## src/rtl/wrr_pkg.sv

```systemverilog
package wrr_pkg;
    typedef enum logic [1:0] {
        ST_IDLE   = 2'd0,
        ST_SEARCH = 2'd1,
        ST_FINISH = 2'd2
    } wrr_state_e;
endpackage

```

## src/rtl/wrr_active_sum.sv

```systemverilog
module wrr_active_sum #(
    parameter int NQ = 8,
    parameter int WW = 9,
    parameter int SW = 13
) (
    input  logic [NQ-1:0]         mask,
    input  logic [NQ-1:0][WW-1:0] wts,
    output logic [SW-1:0]         total
);
    always_comb begin
        total = '0;
        for (int i = 0; i < NQ; i++) begin
            if (mask[i]) total = total + {{(SW-WW){1'b0}}, wts[i]};
        end
    end
endmodule

```

## src/rtl/wrr_slice_step.sv

```systemverilog
module wrr_slice_step #(
    parameter int NQ = 8
) (
    input  logic [NQ-1:0] en_in,
    input  logic [NQ-1:0] bits,
    output logic [NQ-1:0] en_out
);
    logic [NQ-1:0] hits;
    assign hits   = en_in & bits;
    // a candidate with a 0 drops out only if some candidate holds a 1
    assign en_out = (|hits) ? hits : en_in;
endmodule

```

## src/rtl/wrr_lowest_pick.sv

```systemverilog
module wrr_lowest_pick #(
    parameter int NQ = 8,
    parameter int QW = 3
) (
    input  logic [NQ-1:0] cand,
    output logic [QW-1:0] id
);
    always_comb begin
        id = '0;
        for (int i = NQ - 1; i >= 0; i--) begin
            if (cand[i]) id = QW'(i);
        end
    end
endmodule

```

## src/rtl/wrr_urgency_sched.sv

```systemverilog
module wrr_urgency_sched
    import wrr_pkg::*;
#(
    parameter int NQ = 8,
    parameter int WW = 9,
    localparam int QW = $clog2(NQ)
) (
    input  logic          clk,
    input  logic          rst_n,
    input  logic [NQ-1:0] act_mask,
    input  logic          req,
    input  logic          wt_we,
    input  logic [QW-1:0] wt_addr,
    input  logic [WW-1:0] wt_data,
    output logic          grant_valid,
    output logic [QW-1:0] grant_id
);
    localparam int CW = WW + QW + 1;
    localparam int SB = $clog2(CW);
    localparam logic [SB-1:0] TOP_SLICE = SB'(CW - 1);

    wrr_state_e state_q, state_d;

    logic [NQ-1:0][CW-1:0] cnt_q;
    logic [NQ-1:0][WW-1:0] wt_q;
    logic [NQ-1:0]         mask_q;
    logic [NQ-1:0]         en_q;
    logic [NQ-1:0]         en_nxt;
    logic [NQ-1:0]         slice_bits;
    logic [SB-1:0]         slice_q;
    logic [CW-1:0]         sum_live;
    logic [CW-1:0]         sum_q;
    logic [QW-1:0]         pick_id;
    logic                  accept;

    assign accept = (state_q == ST_IDLE) && req && (|act_mask);

    // per-queue slice bit; sign slice inverted so non-negative wins
    for (genvar g = 0; g < NQ; g++) begin : g_slice
        assign slice_bits[g] = cnt_q[g][slice_q] ^ (slice_q == TOP_SLICE);
    end

    wrr_active_sum #(.NQ(NQ), .WW(WW), .SW(CW)) u_sum (
        .mask  (act_mask),
        .wts   (wt_q),
        .total (sum_live)
    );

    wrr_slice_step #(.NQ(NQ)) u_step (
        .en_in  (en_q),
        .bits   (slice_bits),
        .en_out (en_nxt)
    );

    wrr_lowest_pick #(.NQ(NQ), .QW(QW)) u_pick (
        .cand (en_q),
        .id   (pick_id)
    );

    // state register
    always_ff @(posedge clk or negedge rst_n) begin
        if (!rst_n) state_q <= ST_IDLE;
        else        state_q <= state_d;
    end

    always_comb begin
        state_d = state_q;
        unique case (state_q)
            ST_IDLE:   if (accept) state_d = ST_SEARCH;
            ST_SEARCH: if (slice_q == '0) state_d = ST_FINISH;
            ST_FINISH: state_d = ST_IDLE;
            default:   state_d = ST_IDLE;
        endcase
    end

    // weight storage
    always_ff @(posedge clk or negedge rst_n) begin
        if (!rst_n) begin
            wt_q <= '0;
        end else if (wt_we) begin
            wt_q[wt_addr] <= wt_data;
        end
    end

    // urgency counters
    always_ff @(posedge clk or negedge rst_n) begin
        if (!rst_n) begin
            cnt_q <= '0;
        end else begin
            for (int i = 0; i < NQ; i++) begin
                if (accept && act_mask[i]) begin
                    cnt_q[i] <= cnt_q[i] + {{(CW-WW){1'b0}}, wt_q[i]};
                end else if ((state_q == ST_FINISH) && (pick_id == QW'(i))) begin
                    cnt_q[i] <= cnt_q[i] - sum_q;
                end
            end
        end
    end

    // search datapath
    always_ff @(posedge clk or negedge rst_n) begin
        if (!rst_n) begin
            mask_q  <= '0;
            en_q    <= '0;
            slice_q <= '0;
            sum_q   <= '0;
        end else if (accept) begin
            mask_q  <= act_mask;
            en_q    <= act_mask;
            slice_q <= TOP_SLICE;
            sum_q   <= sum_live;
        end else if (state_q == ST_SEARCH) begin
            en_q <= en_nxt;
            if (slice_q != '0) slice_q <= slice_q - 1'b1;
        end
    end

    // outputs
    always_ff @(posedge clk or negedge rst_n) begin
        if (!rst_n) begin
            grant_valid <= 1'b0;
            grant_id    <= '0;
        end else begin
            grant_valid <= (state_q == ST_FINISH);
            if (state_q == ST_FINISH) grant_id <= pick_id;
        end
    end
endmodule

```

## config.mk

```make
export PLATFORM = sky130hd
export DESIGN_NAME = wrr_urgency_sched
export DESIGN_NICKNAME = d
export VERILOG_FILES = /design/src/rtl/wrr_pkg.sv /design/src/rtl/wrr_active_sum.sv /design/src/rtl/wrr_slice_step.sv /design/src/rtl/wrr_lowest_pick.sv /design/src/rtl/wrr_urgency_sched.sv
export SDC_FILE = /design/constraint.sdc
export NUM_CORES = 1
export LEC_CHECK = 0
export ABC_CLOCK_PERIOD_IN_PS = 10270
export BUFFER_PORTS_ARGS = -buffer_cell sky130_fd_sc_hd__buf_4
export CORE_ASPECT_RATIO = 0.5
export CORE_UTILIZATION = 55
export DETAILED_ROUTE_END_ITERATION = 6
export PLACE_DENSITY_LB_ADDON = 0.15
export SYNTH_ARGS = -nofsm -noshare
export SYNTH_HDL_FRONTEND = slang
export SYNTH_SLANG_ARGS = --single-unit
```

## constraint.sdc

```tcl
create_clock -name clk -period 10.27 [get_ports clk]
set_input_delay 2.054 -clock clk [delete_from_list [all_inputs] [get_ports clk]]
set_output_delay 2.054 -clock clk [all_outputs]
set_load 0.02 [all_outputs]
```

* After elaboration in Yosys (flattened, before gate mapping)
Index checks and enable logic that the tools add are counted.
** Storage, ports and cells
- Output and inout port bits :: 4
- Logic and storage cells :: 169
- Register bits :: 207
** Cells by class
- Bitwise operators :: 9
- Add/sub/neg operators :: 24
- Equal/unequal tests :: 12
- Reductions and logical operators :: 39
- Magnitude comparators :: 3
- Mux-type cells :: 60
** Operator list (count)
- 13-bit two-way mux :: 23
- 13-bit by 9-bit adder with 13-bit output :: 14
- 13-bit subtractor :: 8
- 72-bit bitwise mux :: 1
- 1-bit binary-select mux with 4-bit select :: 8
- 9-bit demux with 3-bit select :: 1
- 3-bit two-way mux :: 8
- 8-bit two-way mux :: 3
- 2-bit nonzero test :: 11
- 1-bit logical AND :: 19
- 9-bit two-way mux :: 2
- 8-bit OR reduction :: 2
- 3-bit == test (second input constant) :: 4
- 4-bit two-way mux :: 3
- 9-bit by 9-bit adder with 10-bit output :: 1
- 8-bit bitwise AND :: 1
- 1-bit two-way mux :: 8
- 1-bit bitwise XOR :: 8
- 3-bit by 2-bit == test with 1-bit output (second input constant) :: 2
- 2-bit AND reduction :: 3
- 4-bit by 5-bit less-than comparator with 1-bit output (second input constant) :: 1
- 4-bit == test (second input constant) :: 1
- 4-bit zero test :: 1
- 3-bit by 4-bit less-than comparator with 1-bit output (second input constant) :: 1
- other kinds (11) :: 13

* Logic depth before layout (Yosys ltp)
- Word-level depth :: 15
- Gate-level depth with buffers :: 52
- Mapped depth without buffers :: 50

* By module
From an unflattened synthesis, not the netlist that was laid out.
** Second synthesis, totals
- Cell total of the unflattened synthesis :: 2079
- Area total of the unflattened synthesis :: 18385.1 um^2
** By module, submodules not included
- wrr_urgency_sched :: instances 1, cells each 1496, area each 14267.4 um^2
- wrr_active_sum :: instances 1, cells each 557, area each 3923.8 um^2
- wrr_slice_step :: instances 1, cells each 14, area each 110.1 um^2
- wrr_lowest_pick :: instances 1, cells each 12, area each 83.8 um^2

* Worst setup path after synthesis
OpenSTA, ideal clock, no wires.
- Path type :: input -> register
- Start :: input act_mask[0]
- End :: register sum_q[11]
- Arrival time :: 10.308 ns
- Data required time :: 10.138 ns
- Buffers on the path :: 2
- Path slack :: -0.170 ns
- Stages on the path :: 47
- Cells stage by stage :: buf_2 clkbuf_1 and2_1 ha_1 ha_1 o21ai_0 a21oi_1 a32oi_1 o21bai_1 xor2_1 nand2_1 xnor2_1 inv_1 ha_1 xor2_1 nand2_1 o21ai_0 ha_1 [11 not listed] a21oi_1 xnor2_1 mux2_2 ha_1 a21o_1 o21ai_0 nand2b_1 or2_2 a32oi_1 o31ai_1 ha_1 nand3_1 o211a_1 o21ai_0 a21oi_1 mux2i_1 xor2_1 o21ai_1
** On the way
- Longest elaborated chain between the ends :: 15
** Ends and longest elaborated chain
- from (decl) :: RTL line wrr_urgency_sched.sv:10 : input logic [NQ-1:0] act_mask,
- 9-bit two-way mux :: RTL line wrr_active_sum.sv:13 : if (mask[i]) total = total + {{(SW-WW){1'b0}}, wts[i]};
- 9-bit by 9-bit adder with 10-bit output :: RTL line wrr_active_sum.sv:13
- 13-bit two-way mux :: RTL line wrr_active_sum.sv:13
- 13-bit by 9-bit adder with 13-bit output :: RTL line wrr_active_sum.sv:13
- 13-bit two-way mux :: RTL line wrr_active_sum.sv:13
- 13-bit by 9-bit adder with 13-bit output :: RTL line wrr_active_sum.sv:13
- 13-bit two-way mux :: RTL line wrr_active_sum.sv:13
- 13-bit by 9-bit adder with 13-bit output :: RTL line wrr_active_sum.sv:13
- 13-bit two-way mux :: RTL line wrr_active_sum.sv:13
- 13-bit by 9-bit adder with 13-bit output :: RTL line wrr_active_sum.sv:13
- 13-bit two-way mux :: RTL line wrr_active_sum.sv:13
- 13-bit by 9-bit adder with 13-bit output :: RTL line wrr_active_sum.sv:13
- 13-bit two-way mux :: RTL line wrr_active_sum.sv:13
- 13-bit by 9-bit adder with 13-bit output :: RTL line wrr_active_sum.sv:13
- 13-bit two-way mux :: RTL line wrr_active_sum.sv:13
- to (signal assigned) :: RTL line wrr_urgency_sched.sv:111 : sum_q <= sum_live;
- to (decl) :: RTL line wrr_urgency_sched.sv:32 : logic [CW-1:0] sum_q;
Several ways; a longest one is shown, not always the timed one.
A chain may end at the register's enable or synchronous reset.

* Worst setup path in the final report
Same ends and word-level chain as after synthesis.

==> results.toml <==
[synthesis]
syn_area_um2 = 17200
synth.top_cell.area_share_pct = 30.1
avgSynthCellArea_um2 = 8.91
synthTopCellsByArea = "dfrtp_1 (30%), ha_1 (12%), mux2_2 (7.9%)"
synth_xor_area_share_pct = 7.93
synthAdderAreaFrac_pct = 13.4
synth_mux_area_share_pct = 11.7
synth_edf_count = 0
ys_ff_latch = 207
yosysTopAreaCell = "dfrtp_1"
synthSimpleGateAreaFrac_pct = 13.3
synth_top_family_by_area = "compound AO/OA/AOI/OAI gates"
synth_nets = 2128
syn_inst = 1930
ys_types = 79
synth_compound_area_share_pct = 19.7
synthArstFlopShare_pct = 100
yosysSeqAreaShare_pct = 30.1
yosysWarnings = 0
synth_ff_type = "dfrtp_1"

[global_routing]
grt_pass1_wl_mm = 73.6
met2_usage_pct = 44.0
grt_most_used_layer = "met2"
grt_use_met3_pct = 6.97
overflow = 0
grt_start_max_net_pins = 86
antenna_found_initial = 0
gr-usage-all-layers_pct = 29.6
grt_pass1_vias = 13500
grt_use_met1_pct = 43.3

[worst_setup_path]
r2r_start = "wt_q[1]"
crit_path_start_kind = "input pin"
max_stage_delay_ns = 0.39
worstReg2RegEnd = "sum_q[11]"
crit_family = "adder cells"
critical_path_buf_inv_count = 3
r2r_slack_ns = 1.49
crit_fanout = 5
cp_slowest_cell = "ha_2"
path_common_cell = "ha_1"
worst_ep_required_time_ns = 10.65
criticalPathCategory = "input pin to register"
end_kind = "register"
worstPathArrival_ns = 10.14
r2r_cells = 48

[detailed_routing]
vias = 14600
drtIter0Drc = 1247
drt_pass1_iterations = 6
drc = 0
final_antenna_net_count = 0
viasPerCell = 6.05
drt_wl_total_mm = 47.3
post_drt_wl_per_cell_um = 19.6

[placed_design]
place_ws_ns = -0.291
gp_congestion = 0.914
post_dp_cell_area_um2 = 18200
place_hpwl_mm = 36.0
port_buffers = 27

[outcome]
status = "complete, no violations"

[worst_hold_path]
holdPathStages = 1
hold_end = "cnt_q[90]"
min-delay-start = "cnt_q[90]"
hold_class = "register to register"

[clocking]
hold_buffers = 0
clk_latency_ns = 0.53
cts_tree = "yes"
ctsHtreeMaxLevel = 1
clockBufferDepth = 3
cts_buffers = 22
clk_pin_slew_ns = 0.07
root_buffer = "clkbuf_16"
cts_sinks = 207

[timing]
maxSlewHeadroom_pct = 12.7
tightest_slew_ns = 1.30
finalCritPeriodShare_pct = 95.0
clock_skew_ns = 0.0186
drv_slew = 0
fin_crit_ns = 9.76
hold_violations = 0
setup_viol = 0
fmax_mhz = 102
finalWorstSetupSlack_ns = 0.509

[die]
initial_core_util_pct = 56.3
die_w_um = 252
dieArea_um2 = 32000
ios = 28
fp-row-count = 45
die_height_um = 127
core_area_um2 = 30500

[cells_and_area]
layout-drive-gt1-share_pct = 17.6
synthToLayoutAreaGrowth_pct = 11.6
antenna_cells = 0
postLayoutCellArea_um2 = 19200
finalNetCount = 2175

[job]
cap_violations = 0
[per-layer routing]
metal,wire length [um],share of wire (%)
met2,19800,42
met4,1290,2.7
met5,0,0
met3,4140,8.8
met1,22000,47
[flip-flops by register name (all words and copies together), names as in the netlist]
name,count
slice_q,4
wt_q,72
cnt_q,104
state_q,2
grant_valid,1
sum_q,13
grant_id,3
en_q,8
[cell type report]
cell class | count | area (um2)
Clock buffer | 28 | 634
Tap cell | 423 | 529
Fill cell | 2640 | 11300
Inverter | 89 | 334
Timing Repair Buffer | 103 | 781
Multi-Input combinational cell | 1554 | 11600
Clock inverter | 11 | 148
Sequential cell | 207 | 5180
[through the flow]
stage | hold slack, ns | setup TNS (ns) | util [%] | cells
after global placement | 0.458 | -0.154 | 59.6 | 2374
after CTS | 0.487 | 0 | 62.2 | 2413
after detailed placement | 0.471 | -0.877 | 59.6 | 2374
after floorplan | 0.445 | 0 | - | 1930
after global routing | 0.507 | -0.00218 | 62.9 | 2415
final | 0.492 | 0 | 62.9 | 2415
[cells in the mapped netlist (all sizes together) (12+ instances only)]
cell type	n
a31oi	13
mux4	25
o21ai	157
clkbuf	67
or3	15
a21oi	195
dfrtp	207
and3	12
nor2	165
and2	13
a21o	28
xor2	50
fa	14
nand2	198
o211ai	20
mux2	120
inv	85
xnor2	103
nand3	25
ha	160
o21a	17
o21bai	53
buf	13
nor2b	22
or2	12
nor3	18
a211oi	16
[worst max-delay path by stage]
stage,from,endpoint,cells past startpoint
final,act_mask[0],sum_q[11],48
after global placement,act_mask[0],sum_q[11],46
after global routing,act_mask[0],sum_q[11],52
after floorplan,act_mask[0],sum_q[11],47
after CTS,act_mask[0],sum_q[11],46
after detailed placement,act_mask[0],sum_q[11],46
[cells by family (layout without fill, tap and decap cells)]
kind of cell / after synthesis / after routing
flops: 207 / 207
fa+ha+maj: 176 / 176
simple gates: 511 / 511
buf+inv: 169 / 231
compound gates: 558 / 558
xor+xnor: 154 / 154
mux: 155 / 155
[timing repair]
action,in CTS,in global routing
hold endpoints to repair,0,0
buffers inserted,0,2
gates resized for setup,0,42
endpoints found under the setup margin,0,6
[layout by cell type, fill, tap and decap left out, drive strengths merged, types with 15 or more instances in the layout]
cell	count
a211oi	16
a21o	28
a21oi	195
buf	103
clkbuf	28
dfrtp	207
ha	160
inv	85
mux2	120
mux4	25
nand2	198
nand3	25
nor2	165
nor2b	22
nor3	18
o211ai	20
o21a	17
o21ai	157
o21bai	53
or3	15
xnor2	103
xor2	50
Power is left out: the tool's default activity adds up to more than one toggle a clock period on the data nets, which glitch-free logic cannot reach.
